<file path="src/rtl/fhq_pkg.sv">
// Shared widths, the per-frame configuration snapshot and the flow hash.
// Assumes 32-bit IPv4 addresses, 16-bit L4 ports and a 64-bit hash.
package fhq_pkg;
    localparam int ADDR_W  = 32;
    localparam int PORT_W  = 16;
    localparam int HASH_W  = 64;
    localparam int QID_W   = 24;
    localparam int SHIFT_W = $clog2(HASH_W);
    localparam int SIZE_W  = QID_W + 1;
    localparam int CNT_W   = 32;
    localparam int ROT_K   = 23;
    localparam logic [HASH_W-1:0] MIX_SALT = 64'h9E3779B97F4A7C15;

    // Configuration captured with a frame and carried down the pipeline.
    typedef struct packed {
        logic               en;
        logic               err;
        logic [QID_W-1:0]   base;
        logic [QID_W-1:0]   mask;
        logic [SHIFT_W-1:0] shift;
    } fhq_cfg_t;

    // Deterministic 64-bit mixing of the ordered flow key.
    function automatic logic [HASH_W-1:0] fhq_mix(
        input logic [ADDR_W-1:0] a0,
        input logic [ADDR_W-1:0] a1,
        input logic [PORT_W-1:0] p0,
        input logic [PORT_W-1:0] p1
    );
        logic [HASH_W-1:0] k0;
        logic [HASH_W-1:0] k1;
        logic [HASH_W-1:0] h;
        k0 = {a0, a1};
        k1 = {p0, p1, p1, p0};
        h  = k0 ^ {k1[HASH_W-1-ROT_K:0], k1[HASH_W-1:HASH_W-ROT_K]} ^ MIX_SALT;
        h  = h ^ (h >> 29);
        h  = h ^ (h << 17);
        h  = h ^ (h >> 37);
        h  = h ^ {h[HASH_W/2-1:0], h[HASH_W-1:HASH_W/2]};
        return h;
    endfunction
endpackage

</file>
<file path="src/rtl/fhq_key_stage.sv">
// Stage 1: substitutes default words for absent fields, optionally orders
// each address and port pair, and registers the key with its config.
// Assumes the caller loads it only when the pipeline advances.
module fhq_key_stage
    import fhq_pkg::*;
(
    input  logic              clk,
    input  logic              rst_n,
    input  logic              adv,
    input  logic              in_valid,
    input  logic [ADDR_W-1:0] src_ip,
    input  logic [ADDR_W-1:0] dst_ip,
    input  logic [PORT_W-1:0] src_port,
    input  logic [PORT_W-1:0] dst_port,
    input  logic              has_ip,
    input  logic              has_l4,
    input  logic              symmetric,
    input  logic [ADDR_W-1:0] dflt_addr,
    input  logic [PORT_W-1:0] dflt_port,
    input  fhq_cfg_t          cfg_in,
    output logic              k_valid,
    output logic [ADDR_W-1:0] k_a0,
    output logic [ADDR_W-1:0] k_a1,
    output logic [PORT_W-1:0] k_p0,
    output logic [PORT_W-1:0] k_p1,
    output fhq_cfg_t          k_cfg
);
    logic [ADDR_W-1:0] a0_d, a1_d, sa, da;
    logic [PORT_W-1:0] p0_d, p1_d, sp, dp;
    logic              sym_q;

    // Pick frame or default fields, then order pairs in symmetric mode.
    always_comb begin
        sa = has_ip ? src_ip   : dflt_addr;
        da = has_ip ? dst_ip   : dflt_addr;
        sp = has_l4 ? src_port : dflt_port;
        dp = has_l4 ? dst_port : dflt_port;
        if (symmetric && (sa > da)) begin
            a0_d = da;
            a1_d = sa;
        end else begin
            a0_d = sa;
            a1_d = da;
        end
        if (symmetric && (sp > dp)) begin
            p0_d = dp;
            p1_d = sp;
        end else begin
            p0_d = sp;
            p1_d = dp;
        end
    end

    // Register the key and configuration when the pipeline moves.
    always_ff @(posedge clk) begin
        if (!rst_n) begin
            k_valid <= 1'b0;
            k_a0    <= '0;
            k_a1    <= '0;
            k_p0    <= '0;
            k_p1    <= '0;
            k_cfg   <= '0;
            sym_q   <= 1'b0;
        end else if (adv) begin
            k_valid <= in_valid;
            if (in_valid) begin
                k_a0  <= a0_d;
                k_a1  <= a1_d;
                k_p0  <= p0_d;
                k_p1  <= p1_d;
                k_cfg <= cfg_in;
                sym_q <= symmetric;
            end
        end
    end

    AST_SYM_ORDER: assert property (@(posedge clk) disable iff (!rst_n)
        (k_valid && sym_q) |-> ((k_a0 <= k_a1) && (k_p0 <= k_p1)));
endmodule

</file>
<file path="src/rtl/fhq_hash_stage.sv">
// Stage 2: folds the registered key into a 64-bit hash and registers it.
// Assumes the key stage holds its outputs while the pipeline is stalled.
module fhq_hash_stage
    import fhq_pkg::*;
(
    input  logic              clk,
    input  logic              rst_n,
    input  logic              adv,
    input  logic              k_valid,
    input  logic [ADDR_W-1:0] k_a0,
    input  logic [ADDR_W-1:0] k_a1,
    input  logic [PORT_W-1:0] k_p0,
    input  logic [PORT_W-1:0] k_p1,
    input  fhq_cfg_t          k_cfg,
    output logic              h_valid,
    output logic [HASH_W-1:0] h_val,
    output fhq_cfg_t          h_cfg
);
    logic [HASH_W-1:0] hash_d;

    // Combinational mix of the ordered key.
    always_comb hash_d = fhq_mix(k_a0, k_a1, k_p0, k_p1);

    // Register the hash and pass the configuration along.
    always_ff @(posedge clk) begin
        if (!rst_n) begin
            h_valid <= 1'b0;
            h_val   <= '0;
            h_cfg   <= '0;
        end else if (adv) begin
            h_valid <= k_valid;
            if (k_valid) begin
                h_val <= hash_d;
                h_cfg <= k_cfg;
            end
        end
    end
endmodule

</file>
<file path="src/rtl/fhq_qid_stage.sv">
// Stage 3: selects a 24-bit hash window, masks it to the range, adds the
// base, and holds the result for the output handshake. Frames flagged
// with a configuration error are dropped here.
module fhq_qid_stage
    import fhq_pkg::*;
(
    input  logic              clk,
    input  logic              rst_n,
    input  logic              adv,
    input  logic              h_valid,
    input  logic [HASH_W-1:0] h_val,
    input  fhq_cfg_t          h_cfg,
    output logic              q_valid,
    output logic [QID_W-1:0]  q_id
);
    logic [QID_W-1:0] win;
    logic [QID_W-1:0] qid_d;

    // Shift, mask and combine with the base; bypass when disabled.
    always_comb begin
        win   = QID_W'(h_val >> h_cfg.shift);
        qid_d = h_cfg.en ? (h_cfg.base | (win & h_cfg.mask)) : h_cfg.base;
    end

    // Output register with drop of errored frames.
    always_ff @(posedge clk) begin
        if (!rst_n) begin
            q_valid <= 1'b0;
            q_id    <= '0;
        end else if (adv) begin
            q_valid <= h_valid && !h_cfg.err;
            if (h_valid) q_id <= qid_d;
        end
    end

    AST_HOLD_STALL: assert property (@(posedge clk) disable iff (!rst_n)
        (q_valid && !adv) |=> (q_valid && $stable(q_id)));
endmodule

</file>
<file path="src/rtl/flow_hash_qsel.sv">
// Top: per-frame flow hash queue selector, three-stage pipeline, one frame
// per cycle. The whole pipeline stalls while the output is held. The
// configuration is checked and snapshotted when a frame is accepted.
module flow_hash_qsel
    import fhq_pkg::*;
(
    input  logic               clk,
    input  logic               rst_n,
    input  logic               in_valid,
    output logic               in_ready,
    input  logic [ADDR_W-1:0]  in_src_ip,
    input  logic [ADDR_W-1:0]  in_dst_ip,
    input  logic [PORT_W-1:0]  in_src_port,
    input  logic [PORT_W-1:0]  in_dst_port,
    input  logic               in_has_ip,
    input  logic               in_has_l4,
    input  logic               cfg_enable,
    input  logic               cfg_symmetric,
    input  logic [QID_W-1:0]   cfg_base,
    input  logic [SIZE_W-1:0]  cfg_size,
    input  logic [SHIFT_W-1:0] cfg_shift,
    input  logic [ADDR_W-1:0]  cfg_dflt_addr,
    input  logic [PORT_W-1:0]  cfg_dflt_port,
    output logic               out_valid,
    input  logic               out_ready,
    output logic [QID_W-1:0]   out_qid,
    output logic               cfg_err,
    output logic [CNT_W-1:0]   frame_cnt
);
    logic              adv, accept, size_bad, bad_cfg;
    logic [QID_W-1:0]  mask;
    fhq_cfg_t          cfg_now, k_cfg, h_cfg;
    logic              k_valid, h_valid;
    logic [ADDR_W-1:0] k_a0, k_a1;
    logic [PORT_W-1:0] k_p0, k_p1;
    logic [HASH_W-1:0] h_val;

    assign adv      = !out_valid || out_ready;
    assign in_ready = adv;
    assign accept   = in_valid && adv;

    // Validate the live configuration and build its snapshot.
    always_comb begin
        mask     = QID_W'(cfg_size - SIZE_W'(1));
        size_bad = (cfg_size == '0) ||
                   ((cfg_size & (cfg_size - SIZE_W'(1))) != '0) ||
                   ((cfg_base & mask) != '0);
        bad_cfg  = (cfg_base == '0) || (cfg_enable && size_bad);
        cfg_now.en    = cfg_enable;
        cfg_now.err   = bad_cfg;
        cfg_now.base  = cfg_base;
        cfg_now.mask  = mask;
        cfg_now.shift = cfg_shift;
    end

    // Sticky error flag and accepted-frame counter.
    always_ff @(posedge clk) begin
        if (!rst_n) begin
            cfg_err   <= 1'b0;
            frame_cnt <= '0;
        end else if (accept) begin
            frame_cnt <= frame_cnt + CNT_W'(1);
            if (bad_cfg) cfg_err <= 1'b1;
        end
    end

    fhq_key_stage u_key (
        .clk(clk), .rst_n(rst_n), .adv(adv), .in_valid(in_valid),
        .src_ip(in_src_ip), .dst_ip(in_dst_ip),
        .src_port(in_src_port), .dst_port(in_dst_port),
        .has_ip(in_has_ip), .has_l4(in_has_l4),
        .symmetric(cfg_symmetric), .dflt_addr(cfg_dflt_addr),
        .dflt_port(cfg_dflt_port), .cfg_in(cfg_now),
        .k_valid(k_valid), .k_a0(k_a0), .k_a1(k_a1),
        .k_p0(k_p0), .k_p1(k_p1), .k_cfg(k_cfg)
    );

    fhq_hash_stage u_hash (
        .clk(clk), .rst_n(rst_n), .adv(adv), .k_valid(k_valid),
        .k_a0(k_a0), .k_a1(k_a1), .k_p0(k_p0), .k_p1(k_p1), .k_cfg(k_cfg),
        .h_valid(h_valid), .h_val(h_val), .h_cfg(h_cfg)
    );

    fhq_qid_stage u_qid (
        .clk(clk), .rst_n(rst_n), .adv(adv), .h_valid(h_valid),
        .h_val(h_val), .h_cfg(h_cfg),
        .q_valid(out_valid), .q_id(out_qid)
    );

    AST_ERR_STICKY: assert property (@(posedge clk) disable iff (!rst_n)
        cfg_err |=> cfg_err);
    AST_CNT_IDLE: assert property (@(posedge clk) disable iff (!rst_n)
        !accept |=> $stable(frame_cnt));
    AST_CNT_STEP: assert property (@(posedge clk) disable iff (!rst_n)
        accept |=> (frame_cnt == $past(frame_cnt) + CNT_W'(1)));
    AST_QID_NONZERO: assert property (@(posedge clk) disable iff (!rst_n)
        out_valid |-> (out_qid != '0));
endmodule

</file>
<file path="config.mk">
export PLATFORM = sky130hd
export DESIGN_NAME = flow_hash_qsel
export DESIGN_NICKNAME = d
export VERILOG_FILES = /design/src/rtl/fhq_pkg.sv /design/src/rtl/fhq_key_stage.sv /design/src/rtl/fhq_hash_stage.sv /design/src/rtl/fhq_qid_stage.sv /design/src/rtl/flow_hash_qsel.sv
export SDC_FILE = /design/constraint.sdc
export NUM_CORES = 1
export LEC_CHECK = 0
export BUFFER_PORTS_ARGS = -buffer_cell sky130_fd_sc_hd__buf_2
export CAP_MARGIN = 40
export CORE_ASPECT_RATIO = 0.75
export CORE_MARGIN = 2
export CORE_UTILIZATION = 30
export CTS_CLUSTER_SIZE = 30
export DETAILED_ROUTE_END_ITERATION = 12
export PLACE_DENSITY_LB_ADDON = 0.12
export SYNTH_ARGS = -nofsm -noshare
export SYNTH_HDL_FRONTEND = slang
export SYNTH_HIERARCHICAL = 1
export SYNTH_SLANG_ARGS = --single-unit
</file>
<file path="constraint.sdc">
create_clock -name clk -period 3.95 [get_ports clk]
set_input_delay 0.1975 -clock clk [delete_from_list [all_inputs] [get_ports clk]]
set_output_delay 0.1975 -clock clk [all_outputs]
set_load 0.02 [all_outputs]
</file>
* Word-level counts from Yosys, hierarchy flattened *
Index checks and enable logic that the tools add are counted.

storage, ports and cells
  bits in registers = 332
  input bits = 207
  output and inout port bits = 59

operators by class
  $add $sub $neg = 2
  $lt $le $gt $ge = 2
  shifts and indexed selects = 1
  mux-type cells = 9
  bitwise logic cells = 10
  reductions and logical operators = 19

operator list
  cell                                                                   number
  64-bit bitwise XOR                                                     3
  32-bit two-way mux                                                     4
  16-bit two-way mux                                                     4
  64-bit by 6-bit >> shifter with 24-bit output                          1
  64-bit by 27-bit bitwise XOR with 64-bit output                        1
  64-bit by 35-bit bitwise XOR with 64-bit output                        1
  24-bit AND                                                             2
  38-bit NOT                                                             1
  32-bit by 1-bit adder with 32-bit output (second input constant)       1
  32-bit greater-than comparator                                         1
  25-bit AND                                                             1
  25-bit logical NOT                                                     1
  25-bit nonzero test                                                    1
  25-bit by 1-bit subtractor with 25-bit output (second input constant)  1
  24-bit logical NOT                                                     1
  24-bit two-way mux                                                     1
  24-bit OR                                                              1
  24-bit nonzero test                                                    1
  16-bit greater-than comparator                                         1
  2-bit AND reduction                                                    4
  1-bit logical AND                                                      5
  1-bit logical OR                                                       4
  1-bit logical NOT                                                      2

* Longest topological paths before layout *
Gate-level depths: netlist of run 1.

  depth after elaboration = 8
  depth in mapped cells = 16

* Hierarchy *
Netlist of run 1, hierarchy kept.

modules (own cells, without submodules)
  module          times used  cells each  area an instance (µm²)  sequential area each (µm²)
  fhq_key_stage   1           1,082       8,495.6                 3,062.9
  fhq_qid_stage   1           697         6,251.0                 500.5
  fhq_hash_stage  1           609         5,472.7                 1,781.7
  flow_hash_qsel  1           278         2,339.7                 660.6

* Worst setup path before layout of run 1 *
No wires, ideal clock.

  kind = input-to-reg
  start point = input cfg_size[1]
  end point = register cfg_err
  arrival = 3,602 ps
  data required time = 3,828 ps
  slack = 226 ps
  stages on the path = 12
  buffers on the path = 0
  cells stage by stage = or3_4 -> or3_4 -> or3_4 -> or4b_4 -> or3_1 -> ha_1 -> inv_1 -> a22o_1 -> a221oi_1 -> nand4_1 -> or4_1 -> a221o_1

RTL lines
  what                  line                  RTL
  start, declared       flow_hash_qsel.sv:20  input logic [SIZE_W-1:0] cfg_size,
  end signal, assigned  flow_hash_qsel.sv:59  cfg_err <= 1'b0;
  end signal, assigned  flow_hash_qsel.sv:63  if (bad_cfg) cfg_err <= 1'b1;
  end, declared         flow_hash_qsel.sv:27  output logic cfg_err,

* Final worst setup path of run 1 *
  start point = input cfg_size[1]
  end point = register u_key/k_cfg[54] (netlist name)

on the way
  longest elaborated chain between the ends = 7
  elaborated cells between the ends (all ways) = 10
  classes of those cells = add/sub: 1; bitwise: 2; reduce/logical: 7

ends and longest elaborated chain
  what                                           line                  RTL
  25-bit by 1-bit subtractor with 25-bit output  flow_hash_qsel.sv:46  ((cfg_size & (cfg_size - SIZE_W'(1))) != '0) ||
  25-bit AND                                     flow_hash_qsel.sv:46
  25-bit nonzero test                            flow_hash_qsel.sv:46
  1-bit logical OR                               flow_hash_qsel.sv:45  size_bad = (cfg_size == '0) ||
  1-bit logical OR *                             flow_hash_qsel.sv:46
  1-bit logical AND *                            flow_hash_qsel.sv:48  bad_cfg = (cfg_base == '0) || (cfg_enable && size_bad);
  1-bit logical OR *                             flow_hash_qsel.sv:48
  named net bad_cfg                              flow_hash_qsel.sv:30  logic adv, accept, size_bad, bad_cfg;

The timed path passes the listed nets; every way through them passes the cells marked *.
A chain may end at the register's enable or synchronous reset.

==> results of run 1 <==
## path summary, 6_finish.rpt
| path | slack (ns) | startpoint | cells past startpoint | endpoint |
|---|---|---|---|---|
| setup / recovery | 0.40 | cfg_size[1] | 15 | u_key/k_cfg[54]$_SDFFE_PN0P_ |
| hold / removal | 0.05 | cfg_base[3] | 3 | u_key/k_cfg[33]$_SDFFE_PN0P_ |
| setup reg to reg | 0.75 | u_hash/h_cfg[3]$_SDFFE_PN0P_ | 5 | u_qid/q_id[0]$_SDFFE_PN0P_ |
| hold reg to reg | 0.46 | u_key/k_cfg[1]$_SDFFE_PN0P_ | 2 | u_hash/h_cfg[1]$_SDFFE_PN0P_ |
## stage by stage
stage / hold slack (ns) / instances / setup TNS (ns)
after CTS: 0.00814 / 3856 / 0
final: 0.0481 / 3857 / 0
after global placement: 0.450 / 3764 / -0.112
after floorplan: 0.341 / 2666 / 0
after global routing: 0.0332 / 3856 / 0
after detailed placement: 0.456 / 3767 / -0.162
## registers in the layout, summed over array words and instances (netlist names), 24 cells and up
name,flops
u_qid/q_id,24
u_key/k_cfg,56
u_hash/h_cfg,56
frame_cnt,32
u_key/k_a1,32
u_hash/h_val,32
u_key/k_a0,32
## where the power goes
| part | switching, mW | total, mW | internal (mW) |
|---|---|---|---|
| clock | 1.43 | 3.74 | 2.31 |
| combinational | 2.08 | 3.73 | 1.64 |
| sequential | 0.515 | 3.76 | 3.24 |
| total | 4.03 | 11.2 | 7.19 |
## synth_stat cells (all sizes together) (7+ instances only)
cell and instances:
a211oi 18, a21boi 121, a21o 38, a21oi 123, a221oi 8, a22o 38
a22oi 23, a31oi 7, and2 83, and3 16, buf 115, clkbuf 101
dfxtp 300, ha 73, inv 53, mux2 28, mux2i 101, mux4 84
nand2 425, nand2b 12, nand3 168, nand4 31, nor2 96, nor2b 64
nor3 19, nor3b 7, nor4 21, o2111ai 7, o211a 9, o211ai 23
o21ai 119, o22ai 10, or3 22, xnor2 183, xor2 42
## critical path: cells and delay by family
family / cells / cell delay [ns]
AO/OA/AOI/OAI: 2 / 0.28
adder cells (fa/ha/maj): 1 / 0.18
buffers and inverters: 2 / 0.27
AND/OR/NAND/NOR: 10 / 3.05
## area by class of cell
class	count	area, µm²
fill	7743	48600
multi-input combinational	2092	15100
sequential	300	6010
timing repair buffer	362	2260
tap	979	1220
clock buffer	53	1120
clock inverter	15	218
inverter	55	211
antenna	1	2.50
## logic make-up (layout without fill, tap and decap cells)
logic type               count (synthesis)  in the layout  synth area share
AO/OA/AOI/OAI                          592            592             0.178
multiplexers                           213            213             0.143
flip-flops                             300            300             0.266
buffers and inverters                  274            485            0.0644
other                                    0              1                 0
XOR/XNOR                               229            229             0.100
AND/OR/NAND/NOR                        985            985             0.208
adder cells (fa/ha/maj)                 73             73            0.0405
## metal layers
layer  up-vias  wire length [µm]
met3        89              6030
li1       9860                 -
met5         -                 0
met1     10300             45600
met2       748             36700
met4         0              1380
## timing repair
action | 4_1_cts | 5_1_grt
hold buffers | 21 | 0
resized for setup | 0 | 0
endpoints found under the hold margin | 21 | 0
==> impl_summary.txt, run 1 <==
----------------------------------------------------
[Critical path]
  Cell Chain, Critical Path ... buf_2 -> or3_4 -> or3_4 -> or3_4 -> buf_4 -> nor3_1 -> nand3_1 -> or3_1 -> ha_1 -> nor4_1 -> nand4_1 -> or4_1 -> a21o_1 -> nand2_1 -> a21boi_0
  CP Max Fanout ... 4
  Data required time of the worst path ... 4.39 ns
  Startpoint Class ... primary input
  Critical Path AT ... 3.99 ns
  Setup crit end kind ... flip-flop
  Critical Path Most Common Cell ... sky130_fd_sc_hd__or3_4
  CP peak stage delay ... 0.60 ns
  Critical Path Slowest Stage Cell ... sky130_fd_sc_hd__or4_1
  Type of the worst setup path ... primary input to flip-flop

[Logic synthesis]
  Post-Synthesis Cells ... 2,666
  Commonest register cell after synthesis ... sky130_fd_sc_hd__dfxtp_1
  Area contributors post-synth ... sky130_fd_sc_hd__dfxtp_1, sky130_fd_sc_hd__mux4_2, sky130_fd_sc_hd__nand2_1
  Count of cell types in the netlist ... 89
  Portion of the post-synthesis area used by sequential elements ... 0.266
  Post-synth design cell area ... 22,600 µm²
  Number of flops mapped to enable cells by yosys ... 0
  Flop and latch count out of synthesis ... 300
  Area fraction of the dominant cell type after synthesis ... 0.266
  Synthesized Nets ... 2,946
  Post-synthesis cell type with the largest combined area ... sky130_fd_sc_hd__dfxtp_1
  Syn_area_per_cell ... 8.46 µm²
  Proportion of synthesized flip-flops having asynchronous set or reset ... 0
  Count of yosys warnings during synthesis ... 6

[Die]
  Die Footprint ... 77,400 µm²
  Initial core utilization ... 0.302
  Core footprint ... 74,800 µm²
  Chip height ... 241 µm
  Floorplan row count ... 87
  Ports placed on the boundary ... 266
  Floorplan die width ... 321 µm

[Layout]
  Finished Core Util ... 0.350
  Most used cells in the layout excluding fill and tap cells ... sky130_fd_sc_hd__nand2_1, sky130_fd_sc_hd__dfxtp_1, sky130_fd_sc_hd__buf_2, sky130_fd_sc_hd__nand3_1, sky130_fd_sc_hd__xnor2_1
  Leading cell type in the layout, fill and taps excluded ... sky130_fd_sc_hd__nand2_1
  Synth-to-layout area growth ... 16.1%
  Fraction of final layout cells with drive strength greater than 1 ... 0.196
  Layout Cell Area excl Fill ... 26,200 µm²
  Post-layout nets ... 3,128

[Global route]
  Number of global-route vias before repair ... 20,400
  Total Routing Usage GR ... 0.227
  Number of antenna violations at the first check in global routing ... 3
  Fraction of met1 tracks used by global routing ... 0.354
  GRT met2 Usage ... 0.329
  Layer with the highest usage ... met1
  Wire length of the first global-routing pass ... 133,000 µm
  GR Util met3 ... 0.0292
  Sum of overflow across all layers after global routing ... 0
  Largest net degree at the start of global routing ... 100

[Clock network]
  Clock insertion delay at the later pin of the skew report ... 0.56 ns
  Sink Count ... 300
  Buffer cell driving the clock tree root ... sky130_fd_sc_hd__clkbuf_16
  Number of buffers inserted to repair setup after CTS ... 0
  Clock buffer count from CTS ... 37
  Clk pin slew, worst setup/hold paths ... 0.06 ns
  Number of H-tree branching levels ... 2
  Number of buffers on the longest clock path ... 3
  Clock tree from TritonCTS ... yes

[Run status]
  Result of the run ... finished, final reports clean

[Detailed routing]
  Via density per instance ... 5.45
  Drt wl/cell ... 23.2 µm
  DRT Pass-1 Iters ... 6
  DRC violation count after routing ... 0
  Vias after detailed routing ... 21,000
  Antenna violation net count after detailed routing ... 0
  Initial DRC Count ... 2,119
  WL final ... 89,700 µm

[Placed design]
  Count of input and output buffers ... 265
  Placed instance area ... 24,600 µm²
  Worst slack after detailed placement ... -0.0900 ns
  GP Congestion ... 0.948
  Placed wire-length estimate ... 68,600 µm

[STA]
  Final critical-path share of the clock period ... 0.899
  Post-route worst setup slack ... 0.399 ns
  Skew final ... 0.0200 ns
  Final-report max-slew violation count ... 0
  Transition at the pin with the smallest max-transition slack ... 0.967 ns
  Fin crit period ... 3.55 ns
  Slew margin rel. ... 0.354
  F_max ... 282 MHz
  Final count of negative-setup-slack endpoints ... 0
  Total count of hold-check failures in the final report ... 0
  RSZ-0062 raised after global routing ... no

[Pwr]
  Final total power ... 11.2 mW
  Leakage power figure ... 10.5 nW
  Power density of the placed cells ... 428 nW/µm²
  Max rail drop VDD ... 300 µV

[Min path]
  Worst hold path class ... primary input to flip-flop

[Flow run]
  Max-capacitance violation count ... 0

----------------------------------------------------
Power figures use the tool's default switching activity.
==> run 2: changes to the inputs <==
- SETUP_SLACK_MARGIN: unset -> 0.5
==> run 2 against run 1 <==
Compared with the run above: routed wire length is 2.8% higher; register-to-register slack better by 0.05 ns; combinational power is 3% higher; critical path depth is 3 higher; flip-flop and latch count stayed put; sequential share of layout area is 0.060 points lower; design area is 0.26% higher; critical endpoint unchanged; largest cell class unchanged; highest routed layer unchanged.
==> impl_summary.txt, run 2 (synthesis results as in run 1) <==
----------------------------------------------------
[STA]
  RSZ-0062 raised after global routing ... yes (was no)
  F_max ... 295 MHz (was 282 MHz)
  Fin crit period ... 3.39 ns (was 3.55 ns)
  Final-report max-slew violation count ... 0 (unchanged)
  Final Hold Slack ... 0.0480 ns (was 0.0481 ns)
  Transition at the pin with the smallest max-transition slack ... 0.847 ns (was 0.967 ns)
  Slew margin rel. ... 0.431 (was 0.354)
  Skew final ... 0.0136 ns (was 0.0200 ns)
  Final count of negative-setup-slack endpoints ... 0 (unchanged)
  Final critical-path share of the clock period ... 0.857 (was 0.899)
  Total count of hold-check failures in the final report ... 0 (unchanged)

[Detailed routing]
  DRT Pass-1 Iters ... 7 (was 6)
  Via density per instance ... 5.44 (was 5.45)
  DRC violation count after routing ... 0 (unchanged)
  Antenna violation net count after detailed routing ... 0 (unchanged)
  Initial DRC Count ... 1,875 (was 2,119)
  Drt wl/cell ... 23.8 µm (was 23.2 µm)
  Vias after detailed routing ... 21,000 (about the same)
  WL final ... 92,200 µm (was 89,700 µm)

[Layout]
  Most used cells in the layout excluding fill and tap cells ... sky130_fd_sc_hd__nand2_1, sky130_fd_sc_hd__dfxtp_1, sky130_fd_sc_hd__buf_2, sky130_fd_sc_hd__nand3_1, sky130_fd_sc_hd__xnor2_1 (unchanged)
  Leading cell type in the layout, fill and taps excluded ... sky130_fd_sc_hd__nand2_1 (unchanged)
  Fraction of final layout cells with drive strength greater than 1 ... 0.201 (was 0.196)
  Post-route insts no fill ... 3,865 (was 3,857)
  Post-layout nets ... 3,140 (was 3,128)
  ANT cells ... 0 (was 1)
  Largest registers ranked by flip-flop count ... u_hash/h_cfg (56), u_key/k_cfg (56) (unchanged)
  Synth-to-layout area growth ... 16.4% (was 16.1%)

[Clock network]
  Clock insertion delay at the later pin of the skew report ... 0.55 ns (was 0.56 ns)
  Sink Count ... 300 (unchanged)
  Clock buffer count from CTS ... 38 (was 37)
  Clock tree from TritonCTS ... yes (unchanged)
  Clk pin slew, worst setup/hold paths ... 0.06 ns (about the same)
  Number of buffers inserted to repair setup after CTS ... 0 (unchanged)
  Number of H-tree branching levels ... 2 (unchanged)
  Buffer cell driving the clock tree root ... sky130_fd_sc_hd__clkbuf_16 (unchanged)
  Number of buffers on the longest clock path ... 3 (unchanged)

[Pwr]
  Power density of the placed cells ... 426 nW/µm² (was 428 nW/µm²)
  Internal cell power ... 7.13 mW (was 7.19 mW)
  Leakage power figure ... 10.5 nW (about the same)
  Switching Share ... 0.362 (was 0.359)
  Combinational Power Share ... 0.344 (was 0.332)
  Final total power ... 11.2 mW (about the same)
  Power share of the clock group ... 0.321 (was 0.333)
  Max rail drop VDD ... 250 µV (was 300 µV)
  Share of power burned in registers ... 0.334 (was 0.335)
  Switch Pwr ... 4.05 mW (was 4.03 mW)

[Critical path]
  Data required time of the worst path ... 4.37 ns (was 4.39 ns)
  CP Max Fanout ... 3 (was 4)
  Type of the worst setup path ... primary input to flip-flop (unchanged)
  Startpoint Class ... primary input (unchanged)
  Setup crit end kind ... flip-flop (unchanged)
  Critical Path AT ... 3.81 ns (was 3.99 ns)

[Die]
  Chip height ... 241 µm (unchanged)
  Floorplan die width ... 321 µm (unchanged)
  Ports placed on the boundary ... 266 (unchanged)
  Core footprint ... 74,800 µm² (unchanged)
  Initial core utilization ... 0.302 (unchanged)
  Die Footprint ... 77,400 µm² (unchanged)
  Floorplan row count ... 87 (unchanged)

[Global route]
  GRT met2 Usage ... 0.332 (was 0.329)
  Fraction of met1 tracks used by global routing ... 0.359 (was 0.354)
  Total Routing Usage GR ... 0.233 (was 0.227)
  Layer with the highest usage ... met1 (unchanged)
  Wire length of the first global-routing pass ... 135,000 µm (was 133,000 µm)
  Sum of overflow across all layers after global routing ... 0 (unchanged)
  Number of global-route vias before repair ... 20,200 (was 20,400)
  Number of antenna violations at the first check in global routing ... 0 (was 3)
  Largest net degree at the start of global routing ... 97 (was 100)
  GR Util met3 ... 0.0466 (was 0.0292)

[Run status]
  Result of the run ... finished, final reports clean (unchanged)

[Placed design]
  GP Congestion ... 0.959 (was 0.948)
  Placed Cells incl. Taps ... 3,777 (was 3,767)
  Count of input and output buffers ... 265 (unchanged)
  Placed wire-length estimate ... 70,700 µm (was 68,600 µm)

[Min path]
  Worst hold path class ... primary input to flip-flop (unchanged)

[Flow run]
  Max-capacitance violation count ... 0 (unchanged)

----------------------------------------------------
==> run 2: repair_timing <==
action | 4_1_cts | 5_1_grt
hold buffers | 22 | 0
hold endpoints to repair | 22 | 0
resized for setup | 0 | 6
endpoints found under the setup margin | 0 | 2
==> run 2: per-layer routing <==
layer  routed length [µm]  share of wire
met1                46500           0.50
met2                37200           0.40
met3                 7070          0.077
met4                 1390          0.015
met5                    0              0
==> run 2: path summary, 6_finish.rpt <==
kind | start | end | slack (ns) | depth (start not counted)
worst min register to register | u_key/k_cfg[2]$_SDFFE_PN0P_ | u_hash/h_cfg[2]$_SDFFE_PN0P_ | 0.46 | 2
worst min-delay path | cfg_base[13] | u_key/k_cfg[43]$_SDFFE_PN0P_ | 0.05 | 3
worst max register to register | u_hash/h_cfg[0]$_SDFFE_PN0P_ | u_qid/q_id[0]$_SDFFE_PN0P_ | 0.80 | 7
worst max-delay path | cfg_size[0] | u_key/k_cfg[54]$_SDFFE_PN0P_ | 0.56 | 18
==> run 2: power by group through the flow <==
stage	clock, mW	combinational (mW)	sequential, mW
6_report	3.59	3.85	3.74
5_1_grt	3.83	4.11	3.75
4_1_cts	3.70	3.77	3.72
3_5_place_dp	0	3.74	3.79
3_3_place_gp	0	3.74	3.78
2_1_floorplan	0	2.71	3.49
==> run 2: layout make-up <==
type                    count  area, µm²
fillers                  7811      48500
multi-input cells        2092      15200
flip-flops and latches    300       6010
repair buffers            373       2340
well taps                 979       1220
clock buffers              56       1160
inverters                  55        211
clock inverters            10        131
==> run 2: per-stage QoR <==
stage | worst slack (ns) | utilization | cell area (µm²) | TNS (ns)
after floorplan | 0.329 | - | 22600 | 0
after global placement | -0.0596 | 0.330 | 24700 | -0.0640
after detailed placement | -0.0769 | 0.330 | 24700 | -0.128
after CTS | 0.508 | 0.351 | 26200 | 0
after global routing | 0.452 | 0.351 | 26300 | 0
final | 0.565 | 0.351 | 26300 | 0
==> run 2: critical path: stages <==
cell and delay [ns]:
sky130_fd_sc_hd__buf_2 0.12, sky130_fd_sc_hd__inv_1 0.08, sky130_fd_sc_hd__ha_1 0.16, sky130_fd_sc_hd__nor4b_1 0.24, sky130_fd_sc_hd__buf_4 0.17, sky130_fd_sc_hd__nand4b_1 0.13, sky130_fd_sc_hd__or3_4 0.36, sky130_fd_sc_hd__or3_1 0.33
sky130_fd_sc_hd__or3_1 0.32, sky130_fd_sc_hd__ha_1 0.28, sky130_fd_sc_hd__inv_1 0.05, sky130_fd_sc_hd__a22o_1 0.22, sky130_fd_sc_hd__a221oi_2 0.20, sky130_fd_sc_hd__nand4_1 0.12, sky130_fd_sc_hd__or4_4 0.51, sky130_fd_sc_hd__a21o_1 0.19
sky130_fd_sc_hd__nand2_1 0.05, sky130_fd_sc_hd__a21boi_0 0.08
==> run 3: changes to the inputs <==
- REMOVE_ABC_BUFFERS: unset -> 1
==> run 3 against run 2 <==
Compared with the run above: clock skew rose by 0.017 ns; flip-flop and latch count stayed put; global-route usage decreased by 0.91 points; register-to-register slack better by 0.26 ns.
==> impl_summary.txt, run 3 (synthesis results as in run 1) <==
----------------------------------------------------
[STA]
  RSZ-0062 raised after global routing ... yes (unchanged)
  Total count of hold-check failures in the final report ... 0 (unchanged)
  Fin crit period ... 3.48 ns (was 3.39 ns)
  Final-report max-slew violation count ... 0 (unchanged)
  F_max ... 288 MHz (was 295 MHz)
  Skew final ... 0.0307 ns (was 0.0136 ns)
  Final count of negative-setup-slack endpoints ... 0 (unchanged)
  Transition at the pin with the smallest max-transition slack ... 0.919 ns (was 0.847 ns)
  Final critical-path share of the clock period ... 0.881 (was 0.857)
  Post-route worst setup slack ... 0.472 ns (was 0.565 ns)
  Final Hold Slack ... 0.0391 ns (was 0.0480 ns)
  Slew margin rel. ... 0.383 (was 0.431)

[Pwr]
  Leakage power figure ... 10.6 nW (was 10.5 nW)
  Power density of the placed cells ... 410 nW/µm² (was 426 nW/µm²)
  Max rail drop VDD ... 258 µV (was 250 µV)

[Detailed routing]
  Via density per instance ... 5.46 (was 5.44)
  Antenna violation net count after detailed routing ... 0 (unchanged)
  DRT Pass-1 Iters ... 5 (was 7)
  WL final ... 88,100 µm (was 92,200 µm)
  DRC violation count after routing ... 0 (unchanged)
  Drt wl/cell ... 22.7 µm (was 23.8 µm)
  Initial DRC Count ... 1,943 (was 1,875)
  Vias after detailed routing ... 21,200 (was 21,000)

[Die]
  Ports placed on the boundary ... 266 (unchanged)
  Die Footprint ... 77,400 µm² (unchanged)
  Floorplan die width ... 321 µm (unchanged)
  Chip height ... 241 µm (unchanged)
  Floorplan row count ... 87 (unchanged)
  Initial core utilization ... 0.302 (unchanged)
  Core footprint ... 74,800 µm² (unchanged)

[Critical path]
  Critical Path AT ... 3.92 ns (was 3.81 ns)
  Startpoint Class ... primary input (unchanged)
  Type of the worst setup path ... primary input to flip-flop (unchanged)
  Data required time of the worst path ... 4.39 ns (was 4.37 ns)
  CP Max Fanout ... 3 (unchanged)
  Setup crit end kind ... flip-flop (unchanged)

[Layout]
  Largest registers ranked by flip-flop count ... u_hash/h_cfg (56), u_key/k_cfg (56) (unchanged)
  Most used cells in the layout excluding fill and tap cells ... sky130_fd_sc_hd__nand2_1, sky130_fd_sc_hd__dfxtp_1, sky130_fd_sc_hd__buf_2, sky130_fd_sc_hd__nand3_1, sky130_fd_sc_hd__xnor2_1 (unchanged)
  Synth-to-layout area growth ... 17.3% (was 16.4%)
  Finished Core Util ... 0.354 (was 0.351)
  Layout Cell Area excl Fill ... 26,500 µm² (was 26,300 µm²)
  Leading cell type in the layout, fill and taps excluded ... sky130_fd_sc_hd__nand2_1 (unchanged)
  Layout filler cell count ... 7,706 (was 7,811)
  Fraction of final layout cells with drive strength greater than 1 ... 0.206 (was 0.201)
  Post-layout nets ... 3,163 (was 3,140)

[Clock network]
  Number of buffers on the longest clock path ... 3 (unchanged)
  Clock insertion delay at the later pin of the skew report ... 0.57 ns (was 0.55 ns)
  Clock buffer count from CTS ... 37 (was 38)
  Buffer cell driving the clock tree root ... sky130_fd_sc_hd__clkbuf_16 (unchanged)
  Clk pin slew, worst setup/hold paths ... 0.06 ns (about the same)
  Sink Count ... 300 (unchanged)
  Clock tree from TritonCTS ... yes (unchanged)
  Number of H-tree branching levels ... 2 (unchanged)

[Global route]
  Largest net degree at the start of global routing ... 88 (was 97)
  Total Routing Usage GR ... 0.224 (was 0.233)
  Number of global-route vias before repair ... 20,700 (was 20,200)
  Sum of overflow across all layers after global routing ... 0 (unchanged)
  Wire length of the first global-routing pass ... 132,000 µm (was 135,000 µm)
  Number of antenna violations at the first check in global routing ... 0 (unchanged)

[Placed design]
  Placed wire-length estimate ... 67,700 µm (was 70,700 µm)
  Worst slack after detailed placement ... -0.213 ns (was -0.0769 ns)
  Placed instance area ... 24,900 µm² (was 24,700 µm²)
  Count of input and output buffers ... 265 (unchanged)
  GP Congestion ... 0.921 (was 0.959)

[Run status]
  Result of the run ... finished, final reports clean (unchanged)

[Min path]
  Worst hold path class ... primary input to flip-flop (unchanged)

[Flow run]
  Max-capacitance violation count ... 0 (unchanged)

----------------------------------------------------
## run 3: changes by cell type in the layout (fill, tap and decap cells not counted), sizes merged
cell	change
bufinv	-1
diode	+4
clkbuf	-2
buf	+18
dlygate4sd3	+6
clkinv	-1
clkinvlp	+1
## run 3: layer usage
layer,up-vias,wire length (µm),global-route usage
met5,-,0,0
met4,0,1140,0.0378
met3,78,6970,0.0507
met2,694,35300,0.313
met1,10500,44800,0.347
li1,9933,-,-
## run 3: final timing paths
check                          startpoint                           end  slack (ns)  cells past startpoint
max                           cfg_size[1]          cfg_err$_SDFFE_PN0P_        0.47                     17
min                           cfg_base[2]  u_key/k_cfg[32]$_SDFFE_PN0P_        0.04                      3
max reg2reg  u_hash/h_cfg[0]$_SDFFE_PN0P_    u_qid/q_id[0]$_SDFFE_PN0P_        1.06                      7
min reg2reg   u_key/k_cfg[2]$_SDFFE_PN0P_  u_hash/h_cfg[2]$_SDFFE_PN0P_        0.46                      2
## run 3: repair_timing
item                       CTS  global route
hold buffers                28             0
gates resized for setup      3            19
hold endpoints to repair    28             0
buffers inserted             0             4
setup endpoints to repair    2             5
pin swaps                    0             9
## run 3: cell type report
type / count / area [µm²] / area share
antenna: 4 / 10.0 / 0.000378
timing repair buffer: 397 / 2600 / 0.0983
tap: 979 / 1220 / 0.0463
multi-input combinational: 2092 / 15200 / 0.575
inverter: 55 / 216 / 0.00818
clock inverter: 9 / 104 / 0.00392
sequential: 300 / 6010 / 0.227
clock buffer: 54 / 1080 / 0.0409
## run 3: critical path, stage by stage
cell and delay (ns):
sky130_fd_sc_hd__buf_8 0.10, sky130_fd_sc_hd__inv_4 0.05, sky130_fd_sc_hd__ha_4 0.13, sky130_fd_sc_hd__nor4b_4 0.21, sky130_fd_sc_hd__buf_4 0.16, sky130_fd_sc_hd__nand4b_1 0.14, sky130_fd_sc_hd__or3_4 0.43, sky130_fd_sc_hd__or3_4 0.37
sky130_fd_sc_hd__or3_1 0.36, sky130_fd_sc_hd__ha_1 0.31, sky130_fd_sc_hd__inv_2 0.04, sky130_fd_sc_hd__a22o_1 0.18, sky130_fd_sc_hd__a221oi_2 0.16, sky130_fd_sc_hd__buf_4 0.16, sky130_fd_sc_hd__nand4_1 0.09, sky130_fd_sc_hd__or4_4 0.54
sky130_fd_sc_hd__a221o_1 0.30
## run 3: stage by stage
stage / TNS, ns / total power [mW] / cells
floorplan: -43.39 / 6.02 / 2447
global placement: -0.289 / 7.34 / 3788
detailed placement: -0.392 / 7.36 / 3791
CTS: 0 / 10.9 / 3882
global route: 0 / 11.4 / 3886
finish: 0 / 10.9 / 3890
## run 3: power breakdown
group / internal (mW) / total, mW / switching, mW
Clock: 2.03 / 3.43 / 1.40
Combinational: 1.67 / 3.70 / 2.04
Sequential: 3.24 / 3.72 / 0.480
Total: 6.94 / 10.9 / 3.92
